`config.mk`:
```
export PLATFORM = sky130hd
export DESIGN_NAME = nvw_ctrl
export DESIGN_NICKNAME = d
export VERILOG_FILES = /design/src/rtl/nvw_pkg.sv /design/src/rtl/nvw_regs.sv /design/src/rtl/nvw_arm.sv /design/src/rtl/nvw_prog.sv /design/src/rtl/nvw_ctrl.sv
export SDC_FILE = /design/constraint.sdc
export NUM_CORES = 1
export LEC_CHECK = 0
export CAP_MARGIN = 20
export CORE_ASPECT_RATIO = 1.4
export CORE_MARGIN = 2
export CORE_UTILIZATION = 50
export CTS_CLUSTER_SIZE = 28
export DETAILED_ROUTE_END_ITERATION = 7
export DONT_BUFFER_PORTS = 1
export GPL_ROUTABILITY_DRIVEN = 1
export GPL_TIMING_DRIVEN = 0
export PLACE_DENSITY = 0.72
export REMOVE_ABC_BUFFERS = 1
export SYNTH_ARGS = -nofsm -noshare
export SYNTH_HDL_FRONTEND = slang
export SYNTH_HIERARCHICAL = 1
export SYNTH_SLANG_ARGS = --single-unit
```
`constraint.sdc`:
```
create_clock -name clk -period 3.2 [get_ports clk]
set_input_delay 0.64 -clock clk [delete_from_list [all_inputs] [get_ports clk]]
set_output_delay 0.64 -clock clk [all_outputs]
set_load 0.02 [all_outputs]
```
`src/rtl/nvw_pkg.sv`:
```
// Package nvw_pkg: register select codes and control bit positions
// shared by the nonvolatile write controller and its sub-blocks.
package nvw_pkg;
    typedef enum logic [1:0] {
        SEL_ADDR = 2'd0,
        SEL_DATA = 2'd1,
        SEL_CTRL = 2'd2,
        SEL_NONE = 2'd3
    } nvw_sel_e;

    localparam int CTRL_ARM_BIT = 0;
    localparam int CTRL_STB_BIT = 1;
endpackage

```
`src/rtl/nvw_regs.sv`:
```
// nvw_regs: software-visible address and data registers.
// Assumes: reset is synchronous active-low; sel is a plain 2-bit code.
module nvw_regs #(
    parameter int AW    = 9,
    parameter int DW    = 8,
    parameter int BUS_W = 16
) (
    input  logic             clk,
    input  logic             rst_n,
    input  logic             we,
    input  logic [1:0]       sel,
    input  logic [BUS_W-1:0] wdata,
    output logic [AW-1:0]    addr_q,
    output logic [DW-1:0]    data_q
);
    import nvw_pkg::*;

    // Load whichever register is selected; reset clears both.
    always_ff @(posedge clk) begin
        if (!rst_n) begin
            addr_q <= '0;
            data_q <= '0;
        end else if (we && (sel == SEL_ADDR)) begin
            addr_q <= wdata[AW-1:0];
        end else if (we && (sel == SEL_DATA)) begin
            data_q <= wdata[DW-1:0];
        end
    end

    AST_ADDR_RST: assert property (@(posedge clk) !rst_n |=> (addr_q == '0));
endmodule

```
`src/rtl/nvw_arm.sv`:
```
// nvw_arm: arm flag with a closing window.
// Assumes: busy is the registered write-running flag of the engine.
// The flag stays valid for WIN rising edges after the arming edge.
module nvw_arm #(
    parameter int WIN = 4
) (
    input  logic clk,
    input  logic rst_n,
    input  logic ctrl_wr,
    input  logic wr_arm,
    input  logic wr_stb,
    input  logic busy,
    output logic arm_q
);
    localparam int LW = $clog2(WIN + 1);

    logic [LW-1:0] left_q;
    logic          arm_set;
    logic          arm_kill;

    // Decode which control writes arm and which disarm.
    always_comb begin
        arm_set  = ctrl_wr && !busy && !wr_stb && wr_arm;
        arm_kill = ctrl_wr && (busy ? !wr_arm : (wr_stb || !wr_arm));
    end

    // Count remaining window edges.
    always_ff @(posedge clk) begin
        if (!rst_n)            left_q <= '0;
        else if (arm_set)      left_q <= LW'(WIN);
        else if (arm_kill)     left_q <= '0;
        else if (left_q != '0) left_q <= left_q - 1'b1;
    end

    assign arm_q = (left_q != '0);

    // Independent age counter, used only by the window check.
    logic [LW:0] age_q;
    always_ff @(posedge clk) begin
        if (arm_set || !arm_q) age_q <= '0;
        else                   age_q <= age_q + 1'b1;
    end

    AST_ARM_WINDOW: assert property (@(posedge clk) disable iff (!rst_n)
        arm_q |-> (age_q < (LW+1)'(WIN)));
endmodule

```
`src/rtl/nvw_prog.sv`:
```
// nvw_prog: programming engine. On start it captures address and data
// and holds them with busy high for PROG_CYCLES cycles. A reset does not
// stop a running operation; the engine is cleared only when idle.
module nvw_prog #(
    parameter int AW          = 9,
    parameter int DW          = 8,
    parameter int PROG_CYCLES = 16
) (
    input  logic          clk,
    input  logic          rst_n,
    input  logic          start,
    input  logic [AW-1:0] addr_in,
    input  logic [DW-1:0] data_in,
    output logic          busy_q,
    output logic [AW-1:0] lat_addr,
    output logic [DW-1:0] lat_data
);
    localparam int CW = $clog2(PROG_CYCLES + 1);

    logic [CW-1:0] left_q;

    // Run the timer; start captures operands; reset clears only when idle.
    always_ff @(posedge clk) begin
        if (busy_q) begin
            if (left_q == CW'(1)) busy_q <= 1'b0;
            left_q <= left_q - 1'b1;
        end else if (start) begin
            busy_q   <= 1'b1;
            left_q   <= CW'(PROG_CYCLES);
            lat_addr <= addr_in;
            lat_data <= data_in;
        end else if (!rst_n) begin
            busy_q   <= 1'b0;
            left_q   <= '0;
            lat_addr <= '0;
            lat_data <= '0;
        end
    end

    // Independent run-length counter for the duration check.
    logic [CW:0] run_q;
    always_ff @(posedge clk) begin
        if (!busy_q) run_q <= '0;
        else         run_q <= run_q + 1'b1;
    end

    AST_RUN_LEN: assert property (@(posedge clk) disable iff (!rst_n)
        busy_q |-> (run_q < (CW+1)'(PROG_CYCLES)));
    AST_RUN_FULL: assert property (@(posedge clk) disable iff (!rst_n)
        $fell(busy_q) |-> ($past(run_q) == (CW+1)'(PROG_CYCLES - 1)));
endmodule

```
`src/rtl/nvw_ctrl.sv`:
```
// nvw_ctrl: interlocked write controller for an on-chip nonvolatile array.
// Assumes: one register write per cycle; spm_busy is synchronous to clk.
module nvw_ctrl #(
    parameter int AW          = 9,
    parameter int DW          = 8,
    parameter int BUS_W       = 16,
    parameter int ARM_WINDOW  = 4,
    parameter int PROG_CYCLES = 16
) (
    input  logic             clk,
    input  logic             rst_n,
    input  logic             reg_we,
    input  logic [1:0]       reg_sel,
    input  logic [BUS_W-1:0] reg_wdata,
    input  logic             spm_busy,
    output logic [AW-1:0]    addr_rd,
    output logic [DW-1:0]    data_rd,
    output logic [1:0]       ctrl_rd,
    output logic [AW-1:0]    mem_addr,
    output logic [DW-1:0]    mem_wdata,
    output logic             mem_we
);
    import nvw_pkg::*;

    logic ctrl_wr, wr_arm, wr_stb, arm_q, busy, start;

    // Decode control-register writes and the write-start condition.
    always_comb begin
        ctrl_wr = reg_we && (reg_sel == SEL_CTRL) && rst_n;
        wr_arm  = reg_wdata[CTRL_ARM_BIT];
        wr_stb  = reg_wdata[CTRL_STB_BIT];
        start   = ctrl_wr && wr_stb && arm_q && !busy && !spm_busy;
    end

    nvw_regs #(.AW(AW), .DW(DW), .BUS_W(BUS_W)) u_regs (
        .clk(clk), .rst_n(rst_n), .we(reg_we), .sel(reg_sel),
        .wdata(reg_wdata), .addr_q(addr_rd), .data_q(data_rd)
    );

    nvw_arm #(.WIN(ARM_WINDOW)) u_arm (
        .clk(clk), .rst_n(rst_n), .ctrl_wr(ctrl_wr), .wr_arm(wr_arm),
        .wr_stb(wr_stb), .busy(busy), .arm_q(arm_q)
    );

    nvw_prog #(.AW(AW), .DW(DW), .PROG_CYCLES(PROG_CYCLES)) u_prog (
        .clk(clk), .rst_n(rst_n), .start(start), .addr_in(addr_rd),
        .data_in(data_rd), .busy_q(busy), .lat_addr(mem_addr),
        .lat_data(mem_wdata)
    );

    assign ctrl_rd = {busy, arm_q};
    assign mem_we  = busy;

    AST_START_ARMED: assert property (@(posedge clk) disable iff (!rst_n)
        $rose(busy) |-> $past(arm_q));
    AST_NO_START_SPM: assert property (@(posedge clk) disable iff (!rst_n)
        $rose(busy) |-> !$past(spm_busy));
    AST_LATCH_HELD: assert property (@(posedge clk) disable iff (!rst_n)
        (busy && $past(busy)) |-> ($stable(mem_addr) && $stable(mem_wdata)));
    AST_NO_ARM_BUSY: assert property (@(posedge clk) disable iff (!rst_n)
        (busy && !arm_q) |=> !arm_q);
endmodule

```
## Word-level counts from Yosys, hierarchy flattened

Index checks and enable logic that the tools add are counted.

- Register bits: 43
- Input bits: 22
- Word-level logic and storage cells: 55

- Add/subtract/negate cells: 2
- Equal/unequal tests: 5
- Mux-type cells: 14
- Bitwise gates (word level): 3
- Reduce and logical (&&, ||, !) cells: 23

Operators with widths:

| kind | number |
|---|---|
| 9-bit two-way mux | 2 |
| 8-bit two-way mux | 2 |
| 5-bit two-way mux | 3 |
| 1-bit logical AND | 12 |
| 3-bit two-way mux | 3 |
| 3-bit nonzero test | 2 |
| 5-bit by 1-bit == test with 1-bit output (second input constant) | 1 |
| 5-bit by 1-bit subtractor with 5-bit output (second input constant) | 1 |
| 1-bit zero test | 4 |
| 1-bit two-way mux | 4 |
| 2-bit AND reduction | 2 |
| 3-bit by 1-bit inequality test with 1-bit output (second input constant) | 1 |
| 1-bit inverter | 3 |
| 3-bit OR reduction | 1 |
| 3-bit by 1-bit subtractor with 3-bit output (second input constant) | 1 |
| 2-bit by 1-bit == test with 1-bit output (second input constant) | 1 |
| 2-bit == test (second input constant) | 1 |
| 2-bit zero test | 1 |
| 2-bit by 1-bit inequality test with 1-bit output (second input constant) | 1 |
| 1-bit logical OR | 1 |

## Depth between registers and ports, before layout

Gate-level depths: netlist of run 1.

- Depth in word-level cells: 9
- Mapped depth: 7
- Mapped depth without buffers: 7

## Hierarchy

Netlist of run 1, hierarchy kept.

Modules (own cells, without submodules):

| module | instances | cells an instance | area an instance (um^2) |
|---|---|---|---|
| nvw_prog | 1 | 61 | 928.4 |
| nvw_regs | 1 | 67 | 676.9 |
| nvw_arm | 1 | 22 | 193.9 |
| nvw_ctrl | 1 | 5 | 52.6 |

## Least setup slack after synthesis of run 1

OpenSTA, ideal clock, no wires.

- Path type: input to register
- Start point: in reg_sel[0]
- End point: reg u_prog.lat_addr[0] (enable)
- Arrival time: 2.186 ns
- Data required time: 2.803 ns
- Setup slack: 0.617 ns
- Stages: 4
- Buffers on the path: 0
- Cells stage by stage: and4b_1 > nor4b_4 > inv_1 > a21oi_1

- Cells in the longest elaborated chain, start to end: 9

Ends and longest elaborated chain:

| item | RTL line | text |
|---|---|---|
| from (decl) | nvw_ctrl.sv:13 | `input logic [1:0] reg_sel,` |
| 2-bit == test | nvw_ctrl.sv:29 | `ctrl_wr = reg_we && (reg_sel == SEL_CTRL) && rst_n;` |
| 1-bit logical AND (2 in series) | nvw_ctrl.sv:29 |  |
| 1-bit logical AND (4 in series) | nvw_ctrl.sv:32 | `start = ctrl_wr && wr_stb && arm_q && !busy && !spm_busy;` |
| via start | nvw_ctrl.sv:25 | `logic ctrl_wr, wr_arm, wr_stb, arm_q, busy, start;` |
| 2-bit by 1-bit inequality test with 1-bit output (no line) | n/a |  |
| 2-bit AND reduction (no line) | n/a |  |
| to (signal assigned) | nvw_prog.sv:30 | `lat_addr <= addr_in;` |
| to (decl) | nvw_prog.sv:15 | `output logic [AW-1:0] lat_addr,` |

The timed path passes the listed nets, and every way through them passes these cells.
A chain may end at the register's enable or synchronous reset.

## Worst setup path after layout of run 1

- Start point: reg u_arm.left_q[0]
- End point: reg u_prog.lat_data[7] (enable)

- Cells in the longest elaborated chain, start to end: 6

Ends and longest elaborated chain:

| item | RTL line | text |
|---|---|---|
| from (decl) | nvw_arm.sv:17 | `logic [LW-1:0] left_q;` |
| from (signal assigned) | nvw_arm.sv:30 | `else if (arm_set) left_q <= LW'(WIN);` |
| from (signal assigned) | nvw_arm.sv:32 | `else if (left_q != '0) left_q <= left_q - 1'b1;` |
| 3-bit nonzero test | nvw_arm.sv:35 | `assign arm_q = (left_q != '0);` |
| via ctrl_rd[0] | nvw_ctrl.sv:18 | `output logic [1:0] ctrl_rd,` |
| 1-bit logical AND (3 in series) | nvw_ctrl.sv:32 |  |
| via start | nvw_ctrl.sv:25 |  |
| 2-bit by 1-bit inequality test with 1-bit output (no line) | n/a |  |
| 2-bit AND reduction (no line) | n/a |  |
| to (signal assigned) | nvw_prog.sv:31 | `lat_data <= data_in;` |
| to (decl) | nvw_prog.sv:16 | `output logic [DW-1:0] lat_data` |

The timed path passes the listed nets, and every way through them passes these cells.

==> summary.txt, run 1 <==
Worst setup path
  • FF-to-FF setup slack: around 0.37 ns
  • Critical path class: flip-flop to flip-flop
  • Critical path peak fanout: 19
  • Critical path origin: u_arm/left_q[0]
  • Critical path endpoint category: flip-flop
  • Critical path launch point type: flip-flop
  • Data arrival, critical path: around 2.8 ns
  • R2r startpoint: u_arm/left_q[0]
  • Worst EP required: approximately 3.1 ns

CTS
  • H-tree levels: 2
  • Post-CTS Resized: 0
  • Num Clock Sinks: 43
  • CTS Buffer Depth: 2
  • CTS tree: built
  • Hold Buf Count CTS: 0
  • CTS Buf Count: 5
  • Clock slew at reported path FFs: around 0.08 ns
  • Setup bufs post-CTS: 0
  • Clock latency on the worst-skew pair: between 0.2 and 0.3 ns
  • Clock root buffer: clkbuf_8

Synthesis
  • Syn avg cell area: between 10 and 15 sq um
  • Compound-Gate Fraction of Synth Area: under 10%
  • Synth top area share: a little over a third
  • Post-synthesis simple-gate area fraction: approximately 20%
  • Most used flip-flop cell after synthesis: edfxtp_1
  • Post-synthesis cell count: 155
  • Synth warn: 6
  • Seq/Total Area, Yosys: 58.4%
  • Synth area leader: edfxtp_1
  • Number of distinct library cells after synthesis: 28
  • Post-synth EDFFs: 22
  • Post-Synth Adder-Cell Area: under 10%
  • Synthesized cell area: roughly 1900 sq um
  • Cells taking the most area after synthesis: edfxtp_1, dfxtp_1, mux2i_1, and2_1, nand2_1
  • Post-synthesis mux area share: a little under a tenth
  • Xor/xnor cell area share of the yosys netlist: 1.89%
  • Async SR Flop Fraction: 0%
  • Flip-flop and latch count after synthesis: 43
  • Largest family of logic cells by synthesized area: simple AND/OR/NAND/NOR gates

Drt
  • Vias per inst: between 5 and 6
  • Avg WL per Cell: between 15 and 20 microns
  • First drt pass iteration count: 4
  • DR vias: approximately 1,100
  • Initial DRC count: between 50 and 60
  • Final wirelength: 3360 microns
  • Antenna viol nets, final: 0
  • Residual DRC: 0

Timing
  • Fmax: 353 MHz
  • Hold Vio Cnt, Final: 0
  • Final setup fails: 0
  • Worst clock skew: around 0.0048 ns
  • Unrepaired setup endpoints after global routing: no
  • Fin crit period: 2.83 ns
  • Slew Viols, Final: 0
  • Slew @ Worst Pin: a little under 1 ns
  • Final Cycle Share: 88.6%
  • Slew margin rel.: about 34%
  • Final WS setup: about 0.37 ns

Power
  • Power share of the combinational group: between 10% and 20%
  • Clock Power Share: a little over a quarter
  • Switching Share: a little under a third
  • Reg power frac: a little over half
  • NetSw: around 0.49 mW
  • IR drop worst, VDD: roughly 0.48 mV
  • Pint: approximately 1.1 mW
  • Total Power: between 1.5 and 2 mW
  • Leakage power: around 0.77 nW
  • Pwr dens: slightly below 800 nW/um^2

Hold path
  • Hold path startpoint: reg_wdata[8]
  • Worst Hold Class: input port to flip-flop

Outcome
  • Status: completed

Global route
  • Initial antenna violation count: 0
  • Global-route wire length before repair: roughly 5300 microns
  • Largest net degree at the start of global routing: 33
  • GRT Residual Overflow: 0
  • Total track usage: 16.5%
  • Vias in the first global route: roughly 1,100

Place
  • Worst slack, placed: ~0.17 ns
  • Buffers on Ports: 0
  • GPL Wtd Cong: ~0.7
  • Final HPWL DP: ~2400 microns

Floorplanning
  • Die W: 55.4 microns
  • # IOs: 59
  • Core Area: between 3000 and 4000 sq um
  • Die height: approximately 76 microns
  • Initial Util: about half
  • Core Rows: 26
  • Total die area: 4210 sq um

Cells and area
  • Layout cells sized above 1: between 8 and 9%
  • Fin nets: 180
  • Antenna cells: 0
  • Area grow syn2layout: 5.54%

Flow run
  • Max-cap violations: 0
[final timing paths]
| kind | to | cells past startpoint |
|---|---|---|
| max | u_prog/lat_data[7] | 7 |
| min | u_regs/addr_q[8] | 2 |
| min reg2reg | u_arm/left_q[0] | 2 |
| max reg2reg | u_prog/lat_data[7] | 7 |
[cells by family after synthesis]
| group | after synthesis |
|---|---|
| AO/OA/AOI/OAI | 7 |
| multiplexers | 17 |
| buffers and inverters | 14 |
| XOR/XNOR | 4 |
| flip-flops | 43 |
| adder cells (fa/ha/maj) | 4 |
| AND/OR/NAND/NOR | 66 |
[worst max-delay path, stage by stage (launching register included)]
cell	delay, ns
dfxtp_1	0.35
inv_1	0.07
ha_1	0.22
nand2b_2	0.19
nand2_1	0.12
nor4b_4	0.77
inv_1	0.18
a21oi_4	0.55
[layer usage]
layer	track usage (%)	share of wire [%]	wire (microns)	vias up
met5	0	0	0	-
met4	9.02	1.6	53	0
met1	16.6	37	1250	526
li1	-	-	-	517
met2	28.8	55	1840	43
met3	6.28	6.5	218	6
[cells in the final DEF, fill, tap and decap left out, types with 2 or more instances in the layout]
cell type | synthesis | final
edfxtp_1 | 22 | 22
a21oi_1 | 3 | 2
xor2_1 | 2 | 2
inv_1 | 6 | 6
clkbuf_8 | 0 | 5
mux2i_1 | 17 | 17
nand2_1 | 29 | 29
nor2_1 | 3 | 3
xnor2_1 | 2 | 2
and2_1 | 20 | 20
nor2b_1 | 4 | 4
ha_1 | 4 | 4
nor3b_2 | 2 | 2
dfxtp_1 | 21 | 21
[cells in the mapped netlist (3+ instances only)]
master	number
buf_4	4
nand2_1	29
dfxtp_1	21
nor2_1	3
ha_1	4
inv_1	6
edfxtp_1	22
and2_1	20
a21oi_1	3
buf_6	3
mux2i_1	17
nor2b_1	4
[stage by stage]
step	setup TNS, ns	cell area, sq um	utilization (%)	hold WS, ns	instances
after floorplan	0	1780	-	0.484	147
after global placement	-3.22	1840	50.8	0.501	189
after detailed placement	0	1840	50.9	0.509	189
after CTS	0	1950	53.9	0.491	197
after global routing	0	1950	54.1	0.487	197
final	0	1950	54.1	0.508	197
[cell type report]
| cell class | count | area [sq um] |
|---|---|---|
| clock buffers | 5 | 68.8 |
| clock inverters | 3 | 38.8 |
| well taps | 42 | 52.6 |
| inverters | 6 | 22.5 |
| fillers | 313 | 1660 |
| flip-flops and latches | 43 | 1080 |
| multi-input cells | 98 | 691 |
[power by group through the flow]
| stage | Combinational (mW) | Clock [mW] | Sequential (mW) |
|---|---|---|---|
| floorplan | 0.243 | 0 | 0.835 |
| global placement | 0.265 | 0 | 0.851 |
| detailed placement | 0.295 | 0 | 0.857 |
| CTS | 0.298 | 0.411 | 0.845 |
| global route | 0.336 | 0.435 | 0.857 |
| finish | 0.298 | 0.401 | 0.844 |
[sequential cells by signal, indices dropped and copies added, names as in the netlist]
name and cells:
u_prog/lat_addr 9, u_regs/addr_q 9, u_prog/lat_data 8, u_regs/data_q 8, u_prog/left_q 5, u_arm/left_q 3
u_prog/busy_q 1
Power figures use the tool's default switching activity.
==> run 2, diff against run 1 <==
--- a/config.mk
+++ b/config.mk
@@ -14,6 +14,7 @@
 export DONT_BUFFER_PORTS = 1
 export GPL_ROUTABILITY_DRIVEN = 1
 export GPL_TIMING_DRIVEN = 0
+export MAX_ROUTING_LAYER = met4
 export PLACE_DENSITY = 0.72
 export REMOVE_ABC_BUFFERS = 1
 export SYNTH_ARGS = -nofsm -noshare
==> summary.txt, run 2 (synthesized netlist as in run 1, its figures left out) <==
Global route
  • GRT Residual Overflow: 0
  • Largest net degree at the start of global routing: 33
  • Initial antenna violation count: 0
  • Vias in the first global route: 1,109
  • M3 GR Usage: 5.94%
  • Busiest grt layer: met2
  • Total track usage: between 10% and 20%
  • Met1 Usage GRT: about 17%
  • Global-route wire length before repair: approximately 5400 microns
  • Met2 usage: between 20% and 30%

Power
  • Leakage power: 0.767 nW
  • Power share of the combinational group: ~19%
  • Reg power frac: 54.7%
  • NetSw: around 0.49 mW
  • Pint: 1.05 mW
  • Pwr dens: ~790 nW/um^2
  • Switching Share: between 30% and 40%
  • IR drop worst, VDD: 0.477 mV
  • Clock Power Share: 25.9%

Worst setup path
  • Worst EP required: ~3.1 ns
  • Crit path cell chain: inv_1 > ha_1 > nand2b_2 > nand2_1 > nor4b_4 > inv_1 > a21oi_4
  • Critical path launch point type: flip-flop
  • Critical path endpoint category: flip-flop
  • FF-to-FF path depth: 7
  • Critical Path Slowest Stage Cell: nor4b_4
  • FF-to-FF setup slack: 0.35 ns
  • Most used cell along the critical path: inv_1
  • Critical path class: flip-flop to flip-flop
  • R2r startpoint: u_arm/left_q[0]
  • Critical path peak fanout: 19
  • CP bufs+invs: 2
  • R2R Path End: u_prog/lat_data[7]
  • Data arrival, critical path: 2.77 ns
  • CP peak stage delay: 0.78 ns
  • CP top delay family: simple AND/OR/NAND/NOR gates

Cells and area
  • Fin util: 54.1%
  • Antenna cells: 0
  • Fill cell count: about 310
  • Final non-filler cell total: around 200
  • Commonest non-fill, non-tap cell in the layout: nand2_1
  • Area grow syn2layout: 5.54%
  • Biggest registers after layout: u_prog/lat_addr: 9 flops, u_regs/addr_q: 9 flops
  • Fin nets: between 150 and 200
  • Layout cells sized above 1: under 10%
  • Most frequent cells in the layout: nand2_1, edfxtp_1, dfxtp_1

Floorplanning
  • Core Area: between 3000 and 4000 sq um
  • Die height: around 76 microns
  • Die W: roughly 55 microns
  • Core Rows: 26
  • Initial Util: slightly above 50%
  • # IOs: between 50 and 60
  • Total die area: 4210 sq um

CTS
  • Num Clock Sinks: 43
  • CTS Buffer Depth: 2
  • Clock latency on the worst-skew pair: between 0.2 and 0.3 ns
  • CTS Buf Count: 5
  • Clock slew at reported path FFs: 0.08 ns
  • Clock root buffer: clkbuf_8
  • CTS tree: built
  • Setup bufs post-CTS: 0
  • Hold Buf Count CTS: 0
  • H-tree levels: 2

Timing
  • Hold Slack: roughly 0.5 ns
  • Slew margin rel.: between 30 and 40%
  • Final Cycle Share: between 80% and 90%
  • Worst clock skew: about 0.0042 ns
  • Final setup fails: 0
  • Slew Viols, Final: 0
  • Unrepaired setup endpoints after global routing: no
  • Hold Vio Cnt, Final: 0
  • Fin crit period: 2.85 ns
  • Fmax: 351 MHz
  • Slew @ Worst Pin: between 0.9 and 1 ns

Drt
  • Antenna viol nets, final: 0
  • DR vias: roughly 1,100
  • Final wirelength: 3380 microns
  • Residual DRC: 0
  • Initial DRC count: between 60 and 70
  • First drt pass iteration count: 4
  • Vias per inst: between 5 and 6
  • Avg WL per Cell: between 15 and 20 microns

Hold path
  • Hold worst-path end: u_regs/addr_q[8]
  • Hold path depth: 2
  • Worst Hold Class: input port to flip-flop
  • Hold path startpoint: reg_wdata[8]

Place
  • Buffers on Ports: 0
  • Placed cell count: around 190
  • Final HPWL DP: 2350 microns
  • GPL Wtd Cong: 0.728

Flow run
  • Max-cap violations: 0

Outcome
  • Status: completed
-- run 2: timing repair --
action                                 CTS  global route
endpoints found under the hold margin    0             0
gates resized for setup                  0             1
setup endpoints to repair                0            17
-- run 2: routing by layer --
layer / vias to the layer above / share of wire (%)
met1: 533 / 38
li1: 517 / -
met3: 6 / 6.0
met4: 0 / 1.6
met2: 42 / 55
met5: - / 0
-- run 2: worst max-delay path by stage --
stage                     from  slack [ns]            endpoint  cells after the start
2_1_floorplan  u_arm/left_q[0]        0.45  u_prog/lat_addr[0]                      7
3_3_place_gp   u_arm/left_q[0]       -0.19  u_prog/lat_addr[8]                      7
3_5_place_dp   u_arm/left_q[0]        0.17  u_prog/lat_data[3]                      7
4_1_cts        u_arm/left_q[0]        0.16  u_prog/lat_data[7]                      7
5_1_grt        u_arm/left_q[0]        0.13  u_prog/lat_data[7]                      7
6_report       u_arm/left_q[0]        0.35  u_prog/lat_data[7]                      7
-- run 2: final cells by class --
type                            instances  area [sq um]  share of cell area, %
Tap cell                               42          52.6                   2.69
Clock inverter                          3          38.8                   1.98
Sequential cell                        43          1080                   55.3
Clock buffer                            5          68.8                   3.52
Inverter                                6          22.5                   1.15
Multi-Input combinational cell         98           691                   35.3
-- run 2: stage by stage --
| step | setup slack, ns | setup TNS [ns] | area (sq um) | power, mW |
|---|---|---|---|---|
| floorplan | 0.449 | 0 | 1780 | 1.08 |
| global placement | -0.190 | -3.22 | 1840 | 1.12 |
| detailed placement | 0.169 | 0 | 1840 | 1.15 |
| CTS | 0.156 | 0 | 1950 | 1.55 |
| global route | 0.133 | 0 | 1950 | 1.63 |
| finish | 0.350 | 0 | 1950 | 1.54 |
-- run 2: power by group through the flow --
stage / logic (mW) / registers, mW / clock network, mW
floorplan: 0.243 / 0.835 / 0
global placement: 0.265 / 0.851 / 0
detailed placement: 0.295 / 0.857 / 0
CTS: 0.298 / 0.845 / 0.411
global route: 0.336 / 0.857 / 0.435
finish: 0.299 / 0.844 / 0.400
==> run 3, diff against run 2 <==
--- a/config.mk
+++ b/config.mk
@@ -15,7 +15,6 @@
 export GPL_ROUTABILITY_DRIVEN = 1
 export GPL_TIMING_DRIVEN = 0
 export MAX_ROUTING_LAYER = met4
-export PLACE_DENSITY = 0.72
 export REMOVE_ABC_BUFFERS = 1
 export SYNTH_ARGS = -nofsm -noshare
 export SYNTH_HDL_FRONTEND = slang
==> summary.txt, run 3 (synthesized netlist as in run 1, its figures left out) <==
CTS
  • Num Clock Sinks: between 40 and 50
  • Post-CTS Resized: 0
  • Clock latency on the worst-skew pair: 0.29 ns
  • Setup bufs post-CTS: 0
  • Hold Buf Count CTS: 0
  • Clock slew at reported path FFs: roughly 0.08 ns
  • Clock root buffer: clkbuf_8
  • CTS Buf Count: 5
  • CTS tree: built
  • CTS Buffer Depth: 2
  • H-tree levels: 2

Cells and area
  • Fin nets: 180
  • Fin util: 54.4%
  • Most frequent cells in the layout: nand2_1, edfxtp_1, dfxtp_1
  • Layout cells sized above 1: 9.03%
  • Area grow syn2layout: 6.08%
  • Cell area after layout: 1960 sq um
  • Antenna cells: 0
  • Final non-filler cell total: 197
  • Biggest registers after layout: u_prog/lat_addr: 9 flops, u_regs/addr_q: 9 flops
  • Commonest non-fill, non-tap cell in the layout: nand2_1

Drt
  • First drt pass iteration count: 4
  • Vias per inst: 5.53
  • DR vias: between 1,000 and 1,500
  • Final wirelength: 3190 microns
  • Antenna viol nets, final: 0
  • Initial DRC count: 34
  • Residual DRC: 0
  • Avg WL per Cell: approximately 16 microns

Floorplanning
  • Core Rows: 26
  • Die height: around 76 microns
  • Core Area: ~3600 sq um
  • # IOs: around 60
  • Die W: about 55 microns
  • Initial Util: approximately 50%
  • Total die area: 4210 sq um

Power
  • Total Power: between 1.5 and 2 mW
  • Clock Power Share: 27.5%
  • Power share of the combinational group: a little under a fifth
  • Pwr dens: roughly 800 nW/um^2
  • Pint: around 1.1 mW
  • Reg power frac: a little over half
  • IR drop worst, VDD: around 0.48 mV
  • NetSw: between 0.4 and 0.5 mW
  • Switching Share: a little under a third
  • Leakage power: roughly 0.77 nW

Worst setup path
  • Data arrival, critical path: 2.70 ns
  • CP peak stage delay: roughly 0.73 ns
  • Critical path class: flip-flop to flip-flop
  • Crit path cell chain: inv_1 > ha_1 > nand2b_2 > nand2_1 > nor4b_4 > inv_1 > a21oi_4
  • Critical path origin: u_arm/left_q[0]
  • CP Depth: 7
  • CP bufs+invs: 2
  • Setup crit end: u_prog/lat_addr[7]
  • Critical path launch point type: flip-flop
  • Critical path peak fanout: 19
  • FF-to-FF path depth: 7
  • Most used cell along the critical path: inv_1
  • CP top delay family: simple AND/OR/NAND/NOR gates
  • Worst EP required: ~3.1 ns
  • Critical path endpoint category: flip-flop
  • R2r startpoint: u_arm/left_q[0]
  • R2R Path End: u_prog/lat_addr[7]
  • Critical Path Slowest Stage Cell: nor4b_4
  • FF-to-FF setup slack: approximately 0.43 ns

Global route
  • Vias in the first global route: ~1,100
  • Largest net degree at the start of global routing: 33
  • Global-route wire length before repair: between 5000 and 6000 microns
  • Total track usage: between 10% and 20%
  • Initial antenna violation count: 0
  • GRT Residual Overflow: 0

Place
  • Worst slack, placed: around 0.14 ns
  • Buffers on Ports: 0
  • GPL Wtd Cong: 0.798
  • Final HPWL DP: between 2000 and 2500 microns
  • Post-DP Area: roughly 1800 sq um
  • Placed cell count: 189

Timing
  • Final setup fails: 0
  • Slew Viols, Final: 0
  • Fmax: roughly 360 MHz
  • Fin crit period: approximately 2.8 ns
  • Slew @ Worst Pin: approximately 1.1 ns
  • Hold Vio Cnt, Final: 0
  • Final WS setup: roughly 0.43 ns
  • Worst clock skew: 0.00544 ns
  • Unrepaired setup endpoints after global routing: no
  • Hold Slack: 0.488 ns
  • Final Cycle Share: between 80% and 90%
  • Slew margin rel.: 28.4%
  • Setup_tns: 0 ns

Hold path
  • Worst Hold Class: input port to flip-flop

Outcome
  • Status: completed

Flow run
  • Max-cap violations: 0
[run 3: cell types whose count changed in the layout (fill, tap and decap cells not counted), sizes merged]
cell / previous run / this run
clkinv: 2 / 1
clkbuf: 5 / 6
[run 3: how the worst min path moves through the flow]
stage	from	to	slack, ns	cells past startpoint
6_report	rst_n	u_regs/addr_q[7]	0.49	2
4_1_cts	rst_n	u_regs/addr_q[7]	0.48	2
3_3_place_gp	u_arm/left_q[0]	u_arm/left_q[0]	0.50	2
2_1_floorplan	u_arm/left_q[0]	u_arm/left_q[0]	0.48	2
5_1_grt	rst_n	u_regs/addr_q[2]	0.48	2
3_5_place_dp	u_arm/left_q[1]	u_arm/left_q[1]	0.51	2
[run 3: layout make-up]
type | count | area [sq um]
clock buffers | 6 | 82.6
clock inverters | 2 | 35.0
fillers | 311 | 1650
inverters | 6 | 22.5
multi-input cells | 98 | 691
flip-flops and latches | 43 | 1080
well taps | 42 | 52.6
[run 3: worst register-to-register path, stage by stage (launching register included)]
cell      delay [ns]
dfxtp_1         0.36
inv_1           0.07
ha_1            0.22
nand2b_2        0.19
nand2_1         0.12
nor4b_4         0.73
inv_1           0.19
a21oi_4         0.53
[run 3: per-layer routing]
layer	part of all wire [%]	wire length [microns]	vias to the layer above	track usage (%)
met5	0	0	-	-
met4	2.3	74	0	8.78
met3	5.5	176	7	5.26
met2	51	1630	39	26.8
met1	41	1310	522	18.3
li1	-	-	521	-
[run 3: power by group through the flow]
| stage | Sequential [mW] | Combinational [mW] | Clock [mW] |
|---|---|---|---|
| 3_5_place_dp | 0.859 | 0.291 | 0 |
| 3_3_place_gp | 0.852 | 0.274 | 0 |
| 4_1_cts | 0.846 | 0.292 | 0.446 |
| 6_report | 0.846 | 0.288 | 0.429 |
| 5_1_grt | 0.861 | 0.326 | 0.469 |
| 2_1_floorplan | 0.835 | 0.243 | 0 |
